===== config.mk =====
export PLATFORM = sky130hd
export DESIGN_NAME = fwa_width_adapter
export DESIGN_NICKNAME = d
export VERILOG_FILES = /design/src/rtl/fwa_pkg.sv /design/src/rtl/fwa_mode_reg.sv /design/src/rtl/fwa_packer.sv /design/src/rtl/fwa_splitter.sv /design/src/rtl/fwa_width_adapter.sv
export SDC_FILE = /design/constraint.sdc
export NUM_CORES = 1
export LEC_CHECK = 0
export ABC_AREA = 1
export BUFFER_PORTS_ARGS = -buffer_cell sky130_fd_sc_hd__buf_2
export CAP_MARGIN = 10
export CORE_AREA = 3 3 55 57
export CTS_CLUSTER_DIAMETER = 30
export CTS_CLUSTER_SIZE = 40
export DETAILED_ROUTE_END_ITERATION = 6
export DIE_AREA = 0 0 58 60
export GPL_TIMING_DRIVEN = 0
export PLACE_DENSITY = 0.82
export SLEW_MARGIN = 5
export SYNTH_ARGS = -nofsm -noshare
export SYNTH_HDL_FRONTEND = slang
export SYNTH_SLANG_ARGS = --single-unit

===== constraint.sdc =====
create_clock -name clk -period 2.69 [get_ports clk]
set_input_delay 0.1345 -clock clk [delete_from_list [all_inputs] [get_ports clk]]
set_output_delay 0.1345 -clock clk [all_outputs]
set_load 0.005 [all_outputs]

===== src/rtl/fwa_pkg.sv =====
package fwa_pkg;

   typedef struct packed {
      logic in_narrow;
      logic out_narrow;
      logic big_end;
   } fwa_mode_t;

   typedef enum logic [1:0] {
      FWA_PASS  = 2'd0,
      FWA_PACK  = 2'd1,
      FWA_SPLIT = 2'd2
   } fwa_path_t;

   function automatic fwa_path_t fwa_path_of(input fwa_mode_t m);
      if (m.in_narrow && !m.out_narrow)      return FWA_PACK;
      else if (!m.in_narrow && m.out_narrow) return FWA_SPLIT;
      else                                   return FWA_PASS;
   endfunction

endpackage


===== src/rtl/fwa_mode_reg.sv =====
module fwa_mode_reg
   import fwa_pkg::*;
(
   input  logic      clk,
   input  logic      rst_n,
   input  logic      cfg_in_narrow,
   input  logic      cfg_out_narrow,
   input  logic      cfg_big_end,
   output fwa_mode_t mode_q
);

   always_ff @(posedge clk) begin
      if (!rst_n) begin
         mode_q.in_narrow  <= cfg_in_narrow;
         mode_q.out_narrow <= cfg_out_narrow;
         mode_q.big_end    <= cfg_big_end;
      end
   end

endmodule


===== src/rtl/fwa_packer.sv =====
module fwa_packer #(
   parameter int HALF_W = 9,
   localparam int WORD_W = 2 * HALF_W
) (
   input  logic              clk,
   input  logic              clr,
   input  logic              big_end,
   input  logic              in_valid,
   output logic              in_ready,
   input  logic [HALF_W-1:0] in_data,
   output logic              out_valid,
   input  logic              out_ready,
   output logic [WORD_W-1:0] out_data
);

   logic [HALF_W-1:0] held_q;
   logic              have_q;

   assign out_valid = have_q & in_valid;
   assign in_ready  = !have_q | out_ready;
   assign out_data  = big_end ? {held_q, in_data} : {in_data, held_q};

   always_ff @(posedge clk) begin
      if (clr) begin
         have_q <= 1'b0;
      end else if (in_valid && in_ready) begin
         if (!have_q) begin
            held_q <= in_data;
            have_q <= 1'b1;
         end else begin
            have_q <= 1'b0;
         end
      end
   end

endmodule


===== src/rtl/fwa_splitter.sv =====
module fwa_splitter #(
   parameter int HALF_W = 9,
   localparam int WORD_W = 2 * HALF_W
) (
   input  logic              clk,
   input  logic              clr,
   input  logic              big_end,
   input  logic              in_valid,
   output logic              in_ready,
   input  logic [WORD_W-1:0] in_data,
   output logic              out_valid,
   input  logic              out_ready,
   output logic [HALF_W-1:0] out_data
);

   logic second_q;
   logic take_hi;

   assign take_hi   = big_end ^ second_q;
   assign out_valid = in_valid;
   assign out_data  = take_hi ? in_data[WORD_W-1:HALF_W] : in_data[HALF_W-1:0];
   assign in_ready  = second_q & out_ready;

   always_ff @(posedge clk) begin
      if (clr)                         second_q <= 1'b0;
      else if (in_valid && out_ready)  second_q <= ~second_q;
   end

endmodule


===== src/rtl/fwa_width_adapter.sv =====
module fwa_width_adapter
   import fwa_pkg::*;
#(
   parameter int HALF_W = 9,
   localparam int WORD_W = 2 * HALF_W
) (
   input  logic              clk,
   input  logic              rst_n,
   input  logic              part_rst_n,
   input  logic              cfg_in_narrow,
   input  logic              cfg_out_narrow,
   input  logic              cfg_big_end,
   input  logic              wr_valid,
   output logic              wr_ready,
   input  logic [WORD_W-1:0] wr_data,
   output logic              st_wr_valid,
   input  logic              st_wr_ready,
   output logic [WORD_W-1:0] st_wr_data,
   input  logic              st_rd_valid,
   output logic              st_rd_ready,
   input  logic [WORD_W-1:0] st_rd_data,
   output logic              rd_valid,
   input  logic              rd_ready,
   output logic [WORD_W-1:0] rd_data
);

   generate
      if (HALF_W < 1) begin : g_bad_width
         $error("fwa_width_adapter: HALF_W must be at least 1");
      end
   endgenerate

   localparam logic [HALF_W-1:0] HALF_ZERO = '0;

   fwa_mode_t mode_q;
   fwa_path_t path;
   logic      in_rst;
   logic      is_pack, is_split, is_pass;

   logic              pk_in_valid, pk_in_ready, pk_out_valid;
   logic [WORD_W-1:0] pk_out_data;
   logic              sp_in_valid, sp_in_ready, sp_out_valid;
   logic [HALF_W-1:0] sp_out_data;

   logic raw_wr_ready, raw_st_wr_valid, raw_rd_valid, raw_st_rd_ready;

   assign in_rst   = !rst_n || !part_rst_n;
   assign path     = fwa_path_of(mode_q);
   assign is_pack  = (path == FWA_PACK);
   assign is_split = (path == FWA_SPLIT);
   assign is_pass  = (path == FWA_PASS);

   fwa_mode_reg i_mode (
      .clk            (clk),
      .rst_n          (rst_n),
      .cfg_in_narrow  (cfg_in_narrow),
      .cfg_out_narrow (cfg_out_narrow),
      .cfg_big_end    (cfg_big_end),
      .mode_q         (mode_q)
   );

   assign pk_in_valid = wr_valid & !in_rst & is_pack;

   fwa_packer #(.HALF_W(HALF_W)) i_packer (
      .clk       (clk),
      .clr       (in_rst),
      .big_end   (mode_q.big_end),
      .in_valid  (pk_in_valid),
      .in_ready  (pk_in_ready),
      .in_data   (wr_data[HALF_W-1:0]),
      .out_valid (pk_out_valid),
      .out_ready (st_wr_ready),
      .out_data  (pk_out_data)
   );

   assign sp_in_valid = st_rd_valid & !in_rst & is_split;

   fwa_splitter #(.HALF_W(HALF_W)) i_splitter (
      .clk       (clk),
      .clr       (in_rst),
      .big_end   (mode_q.big_end),
      .in_valid  (sp_in_valid),
      .in_ready  (sp_in_ready),
      .in_data   (st_rd_data),
      .out_valid (sp_out_valid),
      .out_ready (rd_ready),
      .out_data  (sp_out_data)
   );

   // producer / storage-write side
   always_comb begin
      if (is_pack) begin
         raw_st_wr_valid = pk_out_valid;
         raw_wr_ready    = pk_in_ready;
         st_wr_data      = pk_out_data;
      end else begin
         raw_st_wr_valid = wr_valid;
         raw_wr_ready    = st_wr_ready;
         st_wr_data      = (is_pass && mode_q.in_narrow) ?
                           {HALF_ZERO, wr_data[HALF_W-1:0]} : wr_data;
      end
   end

   // storage-read / consumer side
   always_comb begin
      if (is_split) begin
         raw_rd_valid    = sp_out_valid;
         raw_st_rd_ready = sp_in_ready;
         rd_data         = {HALF_ZERO, sp_out_data};
      end else begin
         raw_rd_valid    = st_rd_valid;
         raw_st_rd_ready = rd_ready;
         rd_data         = (is_pass && mode_q.out_narrow) ?
                           {HALF_ZERO, st_rd_data[HALF_W-1:0]} : st_rd_data;
      end
   end

   assign wr_ready    = raw_wr_ready    & !in_rst;
   assign st_wr_valid = raw_st_wr_valid & !in_rst;
   assign rd_valid    = raw_rd_valid    & !in_rst;
   assign st_rd_ready = raw_st_rd_ready & !in_rst;

endmodule


==> run summary <==
The flow ran to the end, and the final reports show no timing, DRC or antenna violations. The count of state elements after synthesis was 14. The net count of the finished layout is 304. The number of optimization iterations in the first detailed-route pass is 4.

The power per cell area is 389.5 nW/µm², and the initial antenna violation count is 0. The number of library cell types mapped by synthesis was 14; the post-route core utilization was 61.41%. Post-CTS timing repair inserted 0 buffers for setup. The initial utilization of the core area, before any placement, comes to 41.62%.

Of all cell types, the one taking the most synthesized area is sky130_fd_sc_hd__edfxtp_1. The number of core rows came out at 18. The tools report the final global-route overflow total as 0. In this run the cell area of the synthesized design comes to 1050 µm². Leaving out fill and tap cells, the most frequent cell in the layout is sky130_fd_sc_hd__buf_2.

At the pin with the least slew margin, the transition time is 0.4371 ns. The tightest min-delay check is of the primary input to flip-flop type. The nature of the critical path startpoint is a flip-flop. Clock latency on the worst-skew pair, taken at its later pin, is 0.28 ns.

For this run, the total global-route usage over all layers was measured as 19.00%. The static leakage was 0.9132 nW; the top-level port count was 86. Ranked by total cell area, the synthesized netlist is headed by sky130_fd_sc_hd__edfxtp_1 34%, sky130_fd_sc_hd__nand2_1 23%, sky130_fd_sc_hd__nand3_1 10%.

Setup total negative slack on the finished layout was measured at 0 ns. For this run, the top clock speed supported by timing is 0.5751 GHz. The number of clock buffers added by TritonCTS is 3.

The count of nets left with antenna violations after detail routing is 0, and the total number of clock tree sinks is 14. The repair_antennas step left the layout with diodes totalling 0. The logs give 0 for the max-capacitance violation count and 0 for the count of unresolved DRC violations after routing. The number of nets in the synthesized netlist is 214. The die is 60 µm tall. Gates resized during post-CTS repair numbered 0.

On the worst path, the slowest cell contributes a delay of 0.40 ns. Final hold analysis gives a worst-case slack of 0.01837 ns. The tools report the sequential area share after synthesis as 38.14%. Once detailed placement completed, the half-perimeter wirelength came to 2553 µm. The number of hold buffers added after CTS was 0. STA classifies the critical path endpoint as an output port.

Number of pins exceeding their max-slew limit in the final report: 0. After routing the design area is 1549 µm². Counting every instance in the synthesized netlist gives 168. The width of the die was 58 µm. The placer congestion estimate is 0.7263, and the count of port buffers added during placement is 85. The tools report the total wirelength of the detailed-routed design as 3190 µm. The relative area change from synthesis to final layout was 47.56%. For the placed instance area, the log shows 1513 µm². The fraction of post-synthesis cell area in the top cell type by area was 34.33%. The tools report the maximum clock path buffer count as 2. In this run the tightest slew margin relative to its limit is 70.86%. Of the cells placed in the final design, the portion with a size suffix greater than 1 is 39.30%.

The start-to-end type of the worst setup path is flip-flop to output port. TritonCTS built the clock tree. The via count was 1358; the average wire per standard cell was 11.11 µm.

The area inside the core boundary was 2522 µm²; the number of failing setup endpoints in the final timing report was 0. The final critical delay including setup and external delays is 1.739 ns. Averaged over all synthesized cells, the footprint is 6.249 µm². The first global-routing pass estimated 5037 µm of wire.

During synthesis, Yosys emitted a total of 0 warnings. Clock-pin slew reported for the worst setup and hold paths after clock tree synthesis: 0.08 ns. Dividing the final minimum period by the clock period gives 64.64%. Peak fanout along the critical path: 10.

At the worst endpoint, the required time is 2.56 ns. The area of the die came out at 3480 µm². Data on the critical path arrives at its endpoint at 1.60 ns. The signal on the critical path passes through inv_2, buf_1, nor2_1, o21ai_1, buf_2.

The worst-case IR drop observed on VDD is 426.1 µV. The maximum level of the CTS H-tree came out at 1. The per-cell via count in the routed design was 4.732; the maximum clock skew at final layout was 0.0007172 ns. Hold violation count in the final report: 0. The slowest stage of the critical path belongs to the cell sky130_fd_sc_hd__edfxtp_1.

The top cell types in the final layout, fill and taps aside, are 89 x sky130_fd_sc_hd__buf_2, 65 x sky130_fd_sc_hd__nand2_1, 22 x sky130_fd_sc_hd__nor2_1, 21 x sky130_fd_sc_hd__nand3_1, 19 x sky130_fd_sc_hd__o21ai_1. The run gives 1182 as the via count of the first global-routing pass. Setup slack on the worst reg-to-reg path comes out at 1.13 ns.

In this run, the number of DRC markers left after iteration 0 of detailed routing was 56. Setup repair after global routing left no endpoint under its margin. The root buffer cell chosen for the clock tree is sky130_fd_sc_hd__clkbuf_4. Entering global routing, the biggest net connects 11 pins.
cells by family (layout without fill, tap and decap cells):
family,count (synthesis),after routing,synth area share (%)
flip-flops,14,14,38.14
AO/OA/AOI/OAI,21,21,10.01
AND/OR/NAND/NOR,112,112,43.50
buffers and inverters,21,110,8.343
state kept, by name, summed over array words and instances (netlist names):
register / flops
i_mode.mode_q: 3
i_splitter.second_q: 1
i_packer.have_q: 1
i_packer.held_q: 9
Yosys cell counts:
cell,count
sky130_fd_sc_hd__dfxtp_1,2
sky130_fd_sc_hd__inv_1,12
sky130_fd_sc_hd__a21oi_1,2
sky130_fd_sc_hd__buf_1,1
sky130_fd_sc_hd__nand2_2,2
sky130_fd_sc_hd__o21ai_1,19
sky130_fd_sc_hd__edfxtp_1,12
sky130_fd_sc_hd__nor2_1,22
sky130_fd_sc_hd__nand3_1,21
sky130_fd_sc_hd__buf_2,4
sky130_fd_sc_hd__inv_2,3
sky130_fd_sc_hd__nand2_1,65
sky130_fd_sc_hd__nor2_2,2
sky130_fd_sc_hd__buf_4,1
layout make-up:
type | instances | area (µm²)
fillers | 251 | 973.4
multi-input cells | 133 | 561.8
repair buffers | 85 | 425.4
flip-flops and latches | 14 | 400.4
inverters | 15 | 56.30
well taps | 30 | 37.54
clock buffers | 4 | 36.28
plain buffers | 6 | 31.28
routing by layer:
layer  share of wire [%]  global-route usage (%)  wire length (µm)  vias up
met5                   0                       0                 0        -
met4                 1.7                   7.947                53        0
met3                 7.6                   3.672               242        4
met2                  49                   32.10              1571       51
met1                  42                   23.67              1324      581
li1                    -                       -                 -      722
through the flow:
stage	power (mW)	cells	setup WS, ns
floorplan	0.3533	168	1.334
global placement	0.4571	283	1.161
detailed placement	0.4595	283	1.142
CTS	0.6083	287	0.9441
global route	0.6448	287	0.7952
finish	0.6033	287	0.9512
worst paths after layout:
| kind | from | end | cells after the start |
|---|---|---|---|
| hold reg to reg | i_splitter.second_q$_SDFFE_PP0P_ | i_splitter.second_q$_SDFFE_PP0P_ | 2 |
| hold / removal | cfg_in_narrow | i_mode.mode_q[2]$_DFFE_PN_ | 1 |
| setup / recovery | i_mode.mode_q[0]$_DFFE_PN_ | st_wr_data[10] | 5 |
| setup reg to reg | i_mode.mode_q[2]$_DFFE_PN_ | i_packer.held_q[6]$_DFFE_PP_ | 5 |
worst max-delay path, delay by kind of cell, from the launching register on:
family | cells | cell delay (ns)
AO/OA/AOI/OAI | 1 | 0.14
buffers and inverters | 3 | 0.67
AND/OR/NAND/NOR | 1 | 0.09
flip-flops | 1 | 0.40
power breakdown:
group	internal (mW)	switching [mW]	total (mW)	leakage [nW]
clock	0.0825	0.0678	0.150	0.0210
combinational	0.0924	0.114	0.206	0.765
sequential	0.242	0.00435	0.247	0.127
Note: power is estimated with default switching activity, not from simulation.
